<file path="config.mk">
export PLATFORM = sky130hd
export DESIGN_NAME = cec_errbit_policy
export DESIGN_NICKNAME = d
export VERILOG_FILES = /design/src/rtl/cec_errpol_pkg.sv /design/src/rtl/cec_errpol_decide.sv /design/src/rtl/cec_errpol_pulse.sv /design/src/rtl/cec_errpol_flags.sv /design/src/rtl/cec_errbit_policy.sv
export SDC_FILE = /design/constraint.sdc
export NUM_CORES = 1
export LEC_CHECK = 0
export BUFFER_PORTS_ARGS = -buffer_cell sky130_fd_sc_hd__buf_2
export CORE_AREA = 2 2 39 41
export DETAILED_ROUTE_END_ITERATION = 8
export DIE_AREA = 0 0 41 43
export SKIP_CTS_REPAIR_TIMING = 1
export SYNTH_ARGS = -nofsm -noshare
export SYNTH_HDL_FRONTEND = slang
export SYNTH_HIERARCHICAL = 1
export SYNTH_SLANG_ARGS = --single-unit
</file>
<file path="constraint.sdc">
create_clock -name clk -period 1.52 [get_ports clk]
set_input_delay 0.304 -clock clk [delete_from_list [all_inputs] [get_ports clk]]
set_output_delay 0.304 -clock clk [all_outputs]
set_load 0.02 [all_outputs]
</file>
<file path="src/rtl/cec_errpol_pkg.sv">
package cec_errpol_pkg;

    localparam int N_KINDS = 3;

    typedef enum logic [1:0] {
        K_RISE  = 2'd0,
        K_SHORT = 2'd1,
        K_LONG  = 2'd2
    } fault_kind_e;

    typedef struct packed {
        logic abort_on_rise;
        logic bit_on_rise;
        logic bit_on_long;
        logic bcast_quiet;
    } pol_cfg_t;

    // Does a fault of this kind abandon the reception?
    function automatic logic fault_aborts(pol_cfg_t c, fault_kind_e k);
        case (k)
            K_RISE:  return c.abort_on_rise;
            default: return 1'b1;
        endcase
    endfunction

    // Does a fault of this kind call for an error bit on the line?
    function automatic logic fault_wants_bit(pol_cfg_t c, logic bcast, logic lst, fault_kind_e k);
        logic r;
        r = 1'b0;
        if (bcast) begin
            if (!c.bcast_quiet) begin
                case (k)
                    K_RISE:  r = c.abort_on_rise;
                    K_SHORT: r = !lst;
                    default: r = 1'b1;
                endcase
            end
        end else begin
            case (k)
                K_RISE:  r = c.abort_on_rise & c.bit_on_rise;
                K_SHORT: r = 1'b1;
                default: r = c.bit_on_long;
            endcase
        end
        return r;
    endfunction

endpackage

</file>
<file path="src/rtl/cec_errpol_decide.sv">
module cec_errpol_decide
    import cec_errpol_pkg::*;
#(
    parameter int KINDS = N_KINDS
) (
    input  logic             clk,
    input  logic             rst,
    input  logic [KINDS-1:0] fault,
    input  pol_cfg_t         cfg,
    input  logic             bcast,
    input  logic             lst,
    output logic             start_bit,
    output logic             abort_q
);
    logic [KINDS-1:0] want;
    logic [KINDS-1:0] stop;

    for (genvar i = 0; i < KINDS; i++) begin : g_kind
        assign want[i] = fault[i] & fault_wants_bit(cfg, bcast, lst, fault_kind_e'(i));
        assign stop[i] = fault[i] & fault_aborts(cfg, fault_kind_e'(i));
    end

    assign start_bit = |want;

    always_ff @(posedge clk) begin
        if (rst) abort_q <= 1'b0;
        else     abort_q <= |stop;
    end

    // a long period fault always abandons reception on the next cycle
    a_r2_long_aborts: assert property (@(posedge clk) disable iff (rst)
        fault[K_LONG] |=> abort_q);
    // quiet broadcast never asks for an error bit
    a_r7_bcast_quiet: assert property (@(posedge clk) disable iff (rst)
        (bcast && cfg.bcast_quiet) |-> !start_bit);
endmodule

</file>
<file path="src/rtl/cec_errpol_pulse.sv">
module cec_errpol_pulse #(
    parameter int HALVES = 3
) (
    input  logic clk,
    input  logic rst,
    input  logic start,
    input  logic tick,
    output logic pull
);
    localparam int CW = $clog2(HALVES + 1);
    localparam logic [CW-1:0] LAST = CW'(HALVES - 1);

    logic [CW-1:0] cnt;

    always_ff @(posedge clk) begin
        if (rst) begin
            pull <= 1'b0;
            cnt  <= '0;
        end else if (!pull) begin
            if (start) begin
                pull <= 1'b1;
                cnt  <= '0;
            end
        end else if (tick) begin
            if (cnt == LAST) begin
                pull <= 1'b0;
                cnt  <= '0;
            end else begin
                cnt <= cnt + 1'b1;
            end
        end
    end

    // the pulse only begins in response to a start request
    a_r9_rise_has_cause: assert property (@(posedge clk) disable iff (rst)
        $rose(pull) |-> $past(start));
    // without a tick the pulse cannot end, whatever arrives meanwhile
    a_r10_no_early_end: assert property (@(posedge clk) disable iff (rst)
        (pull && !tick) |=> pull);
    // the half-period count never passes its limit
    a_r9_cnt_bound: assert property (@(posedge clk) disable iff (rst)
        cnt <= LAST);
endmodule

</file>
<file path="src/rtl/cec_errpol_flags.sv">
module cec_errpol_flags #(
    parameter int KINDS = 3
) (
    input  logic             clk,
    input  logic             rst,
    input  logic [KINDS-1:0] set,
    input  logic [KINDS-1:0] clr,
    output logic [KINDS-1:0] flags
);
    for (genvar i = 0; i < KINDS; i++) begin : g_flag
        always_ff @(posedge clk) begin
            if (rst)         flags[i] <= 1'b0;
            else if (set[i]) flags[i] <= 1'b1;
            else if (clr[i]) flags[i] <= 1'b0;
        end
    end

    // a strobe always leaves its flag set on the next cycle
    a_r11_set_wins: assert property (@(posedge clk) disable iff (rst)
        set[0] |=> flags[0]);
    // a flag without strobe or clear holds its value
    a_r11_sticky: assert property (@(posedge clk) disable iff (rst)
        (set[1] == 1'b0 && clr[1] == 1'b0) |=> $stable(flags[1]));
endmodule

</file>
<file path="src/rtl/cec_errbit_policy.sv">
module cec_errbit_policy
    import cec_errpol_pkg::*;
#(
    parameter int ERR_HALVES = 3
) (
    input  logic       clk,
    input  logic       rst,
    input  logic       half_bit_tick,
    input  logic       fault_rise,
    input  logic       fault_short,
    input  logic       fault_long,
    input  logic       frame_bcast,
    input  logic       listen_all,
    input  logic       pol_abort_on_rise,
    input  logic       pol_bit_on_rise,
    input  logic       pol_bit_on_long,
    input  logic       pol_bcast_quiet,
    input  logic [2:0] flag_clr,
    output logic       rx_abort,
    output logic       line_pull,
    output logic [2:0] err_flags
);
    pol_cfg_t             cfg;
    logic [N_KINDS-1:0]   fault_vec;
    logic                 start_bit;

    assign cfg = '{abort_on_rise: pol_abort_on_rise, bit_on_rise: pol_bit_on_rise,
                   bit_on_long: pol_bit_on_long, bcast_quiet: pol_bcast_quiet};
    assign fault_vec = {fault_long, fault_short, fault_rise};

    cec_errpol_decide #(.KINDS(N_KINDS)) u_decide (
        .clk(clk), .rst(rst), .fault(fault_vec), .cfg(cfg),
        .bcast(frame_bcast), .lst(listen_all),
        .start_bit(start_bit), .abort_q(rx_abort)
    );

    cec_errpol_pulse #(.HALVES(ERR_HALVES)) u_pulse (
        .clk(clk), .rst(rst), .start(start_bit), .tick(half_bit_tick), .pull(line_pull)
    );

    cec_errpol_flags #(.KINDS(N_KINDS)) u_flags (
        .clk(clk), .rst(rst), .set(fault_vec), .clr(flag_clr), .flags(err_flags)
    );

    // with quiet broadcast and an idle line, no fault starts a pulse
    a_r7_line_stays_idle: assert property (@(posedge clk) disable iff (rst)
        (!line_pull && frame_bcast && pol_bcast_quiet) |=> !line_pull);
    // a rising-edge fault with abort disabled never aborts alone
    a_r2_rise_no_abort: assert property (@(posedge clk) disable iff (rst)
        (fault_rise && !fault_short && !fault_long && !pol_abort_on_rise) |=> !rx_abort);
endmodule

</file>
After elaboration in Yosys (flattened, before gate mapping) --
Index checks and enable logic that the tools add are counted.
Operators by class: add/sub/neg operators 1, muxes and demuxes 20, bitwise operators 5, eq/ne operators 2, reduce and logical (&&, ||, !) cells 8
Operator list (count):
- two-way mux 1 bit | 16
- two-way mux 2 bit | 4
- nonzero test 2 bit | 4
- OR reduction 3 bit | 2
- bitwise AND 1 bit | 5
- adder 2 x 1 -> 2 bit (second input constant) | 1
- == test 2 bit (second input constant) | 1
- != test 2 bit (second input constant) | 1
- AND reduction 2 bit | 1
- logical NOT 1 bit | 1
Word-level totals: input port bits 15, register bits 7

Depth between registers and ports, before layout --
Gate-level depths: netlist (run 1).
depth after elaboration 7, depth in mapped cells 5, gate-level depth less buffers 5

By module --
The synthesis (run 1) kept the hierarchy.
By module, submodules not included:
- cec_errpol_pulse | instances 1, area each 140.1 µm², sequential area each 60.1 µm², cells an instance 13
- cec_errpol_flags | instances 1, area each 105.1 µm², sequential area each 60.1 µm², cells an instance 12
- cec_errpol_decide | instances 1, area each 71.3 µm², sequential area each 20.0 µm², cells an instance 9

Worst setup path after synthesis (run 1) --
Ideal clock, no wire load.
path type input port to flip-flop, from in fault_long, to reg u_pulse.cnt[1], data arrival time 1146 ps, slack 286 ps, stages on the path 5, buffers on the path 0, cells stage by stage a211oi_1 -> a32o_1 -> a21oi_2 -> mux2_4 -> o32ai_2
Between the ends: longest elaborated chain between the ends 4
RTL lines:
- start, declared | RTL line cec_errbit_policy.sv:11 | input logic fault_long,
- bitwise AND 1 bit | RTL line cec_errpol_decide.sv:19 | assign want[i] = fault[i] & fault_wants_bit(cfg, bcast, lst, fault_kind_e'(i));
- OR reduction 3 bit | RTL line cec_errpol_decide.sv:23 | assign start_bit = |want;
- via start_bit | RTL line cec_errbit_policy.sv:25 | logic start_bit;
- nonzero test 2 bit (no source line)
- AND reduction 2 bit (no source line)
- end signal, assigned | RTL line cec_errpol_pulse.sv:29 | cnt <= cnt + 1'b1;
- end, declared | RTL line cec_errpol_pulse.sv:13 | logic [CW-1:0] cnt;
The timed path passes the listed nets, and every way through them passes these cells. A chain may end at the register's enable or synchronous reset.

Worst setup path in the final report (run 1) --
Same ends and word-level chain as after synthesis.

==> out/metrics.csv, run 1 <==
stage,metric,value,unit
status,status,"complete, no violations",
place,dpl.cell_count,69,
finish,fin_nets,73,
synthesis,avgSynthCellArea,9.310,µm²
grt,grt_pass1_vias,273,
pwr,p_per_area,986.5,nW/µm²
timing,fin_skew,0.00003550,ns
worst_hold_path,hold_class,primary input to flop,
place,dp_slack,0.08670,ns
run,max_cap_violations,0,
routing,num_vias,315,
routing,drt-total-wl,702,µm
setup_path,required,1.68,ns
timing,relSlewSlack,86.42,%
pwr,ir_drop,0.4141,mV
finish,drive_gt1_share,45.61,%
finish,diodes,0,
place,dp_hpwl,575.9,µm
finish,final_common_cell,buf_2,
die,num_rows,14,
cts,clk_pin_slew_worst_paths,0.05,ns
routing,drc,0,
setup_path,crit_path_end_kind,flop,
setup_path,crit_fanout,3,
cts,root_buffer,clkbuf_4,
synthesis,yosysUniqueCellTypes,16,
grt,grt_pass1_wl,1041,µm
timing,setup_viol,0,
timing,fin_ws,0.3492,ns
timing,tns,0,ns
grt,grt.total_usage,9.577,%
synthesis,synth_ff_type,dfxtp_1,
routing,routedWlPerCell,9.616,µm
grt,grt-ovfl-total,0,
routing,drt_pass1_iterations,4,
synthesis,synth_area,316.6,µm²
routing,ant_nets,0,
timing,drv_slew,0,
place,place_congestion,0.6718,
die,design.core.area,1384,µm²
finish,mostFrequentLayoutCells,"19 x buf_2, 7 x dfxtp_1, 5 x a21oi_1, 5 x nand2b_1, 5 x inv_1",
routing,route.met2.wl,282,µm
setup_path,critPathKind,primary input to flop,
die,die_h,43,µm
routing,dr_wl_met3,92,µm
timing,fmax,0.8541,GHz
synthesis,synth_edf_count,0,
synthesis,yosysWarningCount,6,
routing,highest_layer,met3,
timing,rsz0062_at_grt,false,
die,dieArea,1763,µm²
synthesis,syn_nets,49,
timing,min_period_over_period,77.03,%
finish,area_delta_synth_final,44.66,%
synthesis,synthCells,34,
synthesis,ys_seq_area_share,44.27,%
die,start_util,22.88,%
routing,drt-met1-wl,327,µm
setup_path,cp.arrival,1.33,ns
place,io_buffers,19,
cts,cts_tree,built,
cts,htree_levels,1,
grt,grt_max_degree,9,
routing,vias_per_cell,4.315,
cts,cts.sinks,7,
timing,tightest_slew,0.2024,ns
die,io_pins,20,
grt,antenna_found_initial,0,
timing,hold_violations,0,
finish,final_cell_count_no_fill,73,
synthesis,async_reset_ff_share,0,%
cts,cts_buffers,3,
synthesis,synth-seq-cells,7,
die,die-width,41,µm
pwr,p_leak,0.2207,nW
setup_path,startpoint_type,primary input,
routing,drtIter0Drc,5,
cts,cts_buffer_depth,2,
cts,insertion_delay,0.25,ns
timing,fin_crit,1.171,ns
## area by class of cell
type | count | area, µm²
multi-input combinational | 22 | 157.7
fill | 163 | 925.9
tap | 16 | 20.02
sequential | 7 | 140.1
clock buffer | 4 | 26.28
inverter | 5 | 18.77
timing repair buffer | 19 | 95.09
## critical path, cell delays in order
cell      delay (ns)
buf_2           0.11
a211oi_1        0.24
a32o_1          0.17
a21oi_2         0.04
mux2_4          0.27
o32ai_2         0.19
## power by group
group          internal, mW  switching (mW)
Clock                 0.100          0.0676
Combinational        0.0402          0.0411
Sequential            0.196         0.00717
## cell usage after synthesis, types with 5 or more instances
cell | n | share of area [%]
a21oi_1 | 5 | 7.9
inv_1 | 5 | 5.9
nand2b_1 | 5 | 9.9
dfxtp_1 | 7 | 44
## state kept, by name, summed over array words and instances, names as in the netlist
signal and cells:
u_decide/abort_q 1, u_pulse/pull 1, u_pulse/cnt 2, u_flags/flags 3
## per-layer routing
layer | up-vias | GRT usage (%)
met1 | 131 | 9.772
met2 | 17 | 12.81
met5 | - | 0
met4 | 0 | 6.000
met3 | 0 | 7.853
li1 | 167 | -
## metrics by stage
stage	hold WS (ns)	instance area, µm²	utilization [%]	total power, mW
after floorplan	0.3731	316.6	-	0.2509
after global placement	0.4579	431.7	31.19	0.2877
after detailed placement	0.4687	431.7	31.19	0.2889
after CTS	0.3000	457.9	33.09	0.4642
after global routing	0.3042	457.9	33.09	0.4895
final	0.3111	457.9	33.09	0.4518
## cells by family after synthesis
family                 share of synthesized area [%]
AO/OA/AOI/OAI                                  23.32
buffers and inverters                          5.929
flip-flops                                     44.27
multiplexers                                   4.742
AND/OR/NAND/NOR                                21.74
## worst paths after layout
kind,from,depth (start not counted),slack (ns),to
worst min-delay path,fault_rise,3,0.31,u_flags/flags[0]
worst max register to register,u_pulse/pull,2,0.52,u_pulse/cnt[1]
worst max-delay path,fault_long,6,0.35,u_pulse/cnt[1]
worst min register to register,u_flags/flags[0],2,0.47,u_flags/flags[0]
(Power assumes the default switching activity.)
==> inputs of run 2 (changes only) <==
clock period = 1.1 ns   (was 1.52 ns; I/O delays follow)
==> run 2 against run 1 <==
Net effect:
- wire length up 2.3%
- sequential share of layout area down 1.8 points
- register-to-register slack worse by 0.36 ns
- critical path type unchanged
==> out/metrics.csv, run 2 (synthesis results as in run 1) <==
stage,metric,value,unit,change
finish,diodes,0,,unchanged
timing,fin_crit,1.025,ns,
place,dp_hpwl,582.7,µm,was 575.9 µm
cts,root_buffer,clkbuf_4,,unchanged
timing,drv_slew,0,,unchanged
finish,final_cell_area,490.5,µm²,was 457.9 µm²
timing,fin_skew,0.00006115,ns,was 0.00003550 ns
finish,final_common_cell,buf_2,,unchanged
setup_path,required,1.27,ns,was 1.68 ns
setup_path,rrSetupSlack,0.16,ns,was 0.52 ns
place,dpl.cell_count,72,,was 69
finish,largest_reg_flops,3,,unchanged
pwr,p_per_area,1300,nW/µm²,was 986.5 nW/µm²
cts,cts_tree,built,,unchanged
setup_path,startpoint,fault_rise,,was fault_long
routing,ant_nets,0,,unchanged
routing,route.met2.wl,299,µm,was 282 µm
finish,largest_register,u_flags/flags,,unchanged
finish,reg.largest.list,"u_flags/flags: 3 flops, u_pulse/cnt: 2 flops",,unchanged
routing,dr_wl_met3,90,µm,was 92 µm
cts,cts_buffers,3,,unchanged
routing,drt-total-wl,718,µm,was 702 µm
timing,setup_viol,0,,unchanged
grt,grt-ovfl-total,0,,unchanged
setup_path,crit_fanout,3,,unchanged
routing,drtIter0Drc,0,,was 5
timing,whs,0.2341,ns,was 0.3111 ns
timing,min_period_over_period,93.15,%,
worst_hold_path,hold_class,primary input to flop,,unchanged
place,io_buffers,19,,unchanged
timing,tns,0,ns,unchanged
cts,clk_pin_slew_worst_paths,0.05,ns,about the same
setup_path,critPathKind,primary input to flop,,unchanged
setup_path,endpoint,u_pulse/cnt[1],,unchanged
die,die_h,43,µm,unchanged
setup_path,startpoint_type,primary input,,unchanged
routing,num_vias,330,,was 315
cts,insertion_delay,0.25,ns,about the same
pwr,ir_drop,0.5333,mV,was 0.4141 mV
setup_path,cp.arrival,1.19,ns,was 1.33 ns
die,num_rows,14,,unchanged
finish,mostFrequentLayoutCells,"19 x buf_2, 6 x dfxtp_1, 5 x nand2b_1, 5 x inv_1, 4 x a21oi_1",,"was 19 x buf_2, 7 x dfxtp_1, 5 x a21oi_1, 5 x nand2b_1, 5 x inv_1"
routing,drt_pass1_iterations,1,,was 4
routing,vias_per_cell,4.342,,was 4.315
grt,grt_max_degree,9,,unchanged
finish,final_cell_count_no_fill,76,,was 73
place,placed_cell_area,462.9,µm²,was 431.7 µm²
setup_path,reg2reg_from,u_pulse/pull,,unchanged
timing,tightest_slew,0.1733,ns,was 0.2024 ns
grt,antenna_found_initial,0,,unchanged
timing,hold_violations,0,,unchanged
die,dieArea,1763,µm²,unchanged
cts,cts_buffer_depth,2,,unchanged
place,place_congestion,0.6679,,was 0.6718
grt,grt_pass1_wl,1076,µm,was 1041 µm
setup_path,worstRegToRegCells,2,,unchanged
cts,htree_levels,1,,unchanged
pwr,p_leak,0.2364,nW,was 0.2207 nW
grt,grt_pass1_vias,297,,was 273
die,design.core.area,1384,µm²,unchanged
finish,area_delta_synth_final,54.94,%,was 44.66%
finish,fill_cells,151,,was 163
setup_path,r2r_end,u_pulse/cnt[1],,unchanged
finish,fin_nets,76,,was 73
place,dp_slack,-0.1971,ns,was 0.08670 ns
status,status,"complete, no violations",,unchanged
cts,cts.sinks,7,,unchanged
routing,drc,0,,unchanged
timing,fin_ws,0.07537,ns,was 0.3492 ns
die,io_pins,20,,unchanged
timing,fmax,0.9760,GHz,
die,start_util,22.88,%,unchanged
timing,relSlewSlack,88.44,%,was 86.42%
grt,grt.total_usage,9.538,%,was 9.577%
die,die-width,41,µm,unchanged
finish,drive_gt1_share,53.33,%,was 45.61%
run,max_cap_violations,0,,unchanged
setup_path,crit_path_end_kind,flop,,unchanged
routing,drt-met1-wl,328,µm,was 327 µm
routing,routedWlPerCell,9.447,µm,was 9.616 µm
routing,highest_layer,met3,,unchanged
timing,rsz0062_at_grt,false,,unchanged
run 2: how the worst min path moves through the flow:
stage | start | to | slack [ns] | cells after the start
2_1_floorplan | rst | u_decide/abort_q | 0.29 | 1
3_3_place_gp | u_flags/flags[0] | u_flags/flags[0] | 0.46 | 2
3_5_place_dp | u_flags/flags[0] | u_flags/flags[0] | 0.46 | 2
4_1_cts | flag_clr[0] | u_flags/flags[0] | 0.22 | 3
5_1_grt | flag_clr[0] | u_flags/flags[0] | 0.23 | 3
6_report | flag_clr[0] | u_flags/flags[0] | 0.23 | 3
run 2: stage by stage:
stage | power [mW] | util [%]
after floorplan | 0.3480 | -
after global placement | 0.4090 | 33.45
after detailed placement | 0.4110 | 33.45
after CTS | 0.6534 | 35.35
after global routing | 0.6882 | 35.44
final | 0.6377 | 35.44
run 2: layout make-up:
cell class / count / area [µm²] / area share, %
clock buffer: 4 / 26.28 / 5.357
inverter: 5 / 18.77 / 3.827
multi-input combinational: 22 / 166.4 / 33.93
sequential: 7 / 141.4 / 28.83
tap: 16 / 20.02 / 4.082
timing repair buffer: 22 / 117.6 / 23.98
run 2: layer usage:
layer | up-vias | track usage (%)
met5 | - | 0
met4 | 0 | 4.000
met3 | 0 | 7.853
met2 | 16 | 14.37
met1 | 140 | 9.003
li1 | 174 | -
run 2: power breakdown:
part           internal, mW  switching (mW)  total [mW]
logic                0.0640          0.0603       0.124
registers             0.271          0.0105       0.281
clock network         0.138          0.0936       0.232
total                 0.473           0.164       0.638
run 2: worst max-delay path, cell delays in order:
cell	delay [ns]
buf_2	0.12
a21oi_2	0.16
a32o_1	0.19
a21oi_2	0.04
mux2_4	0.28
o32ai_2	0.18
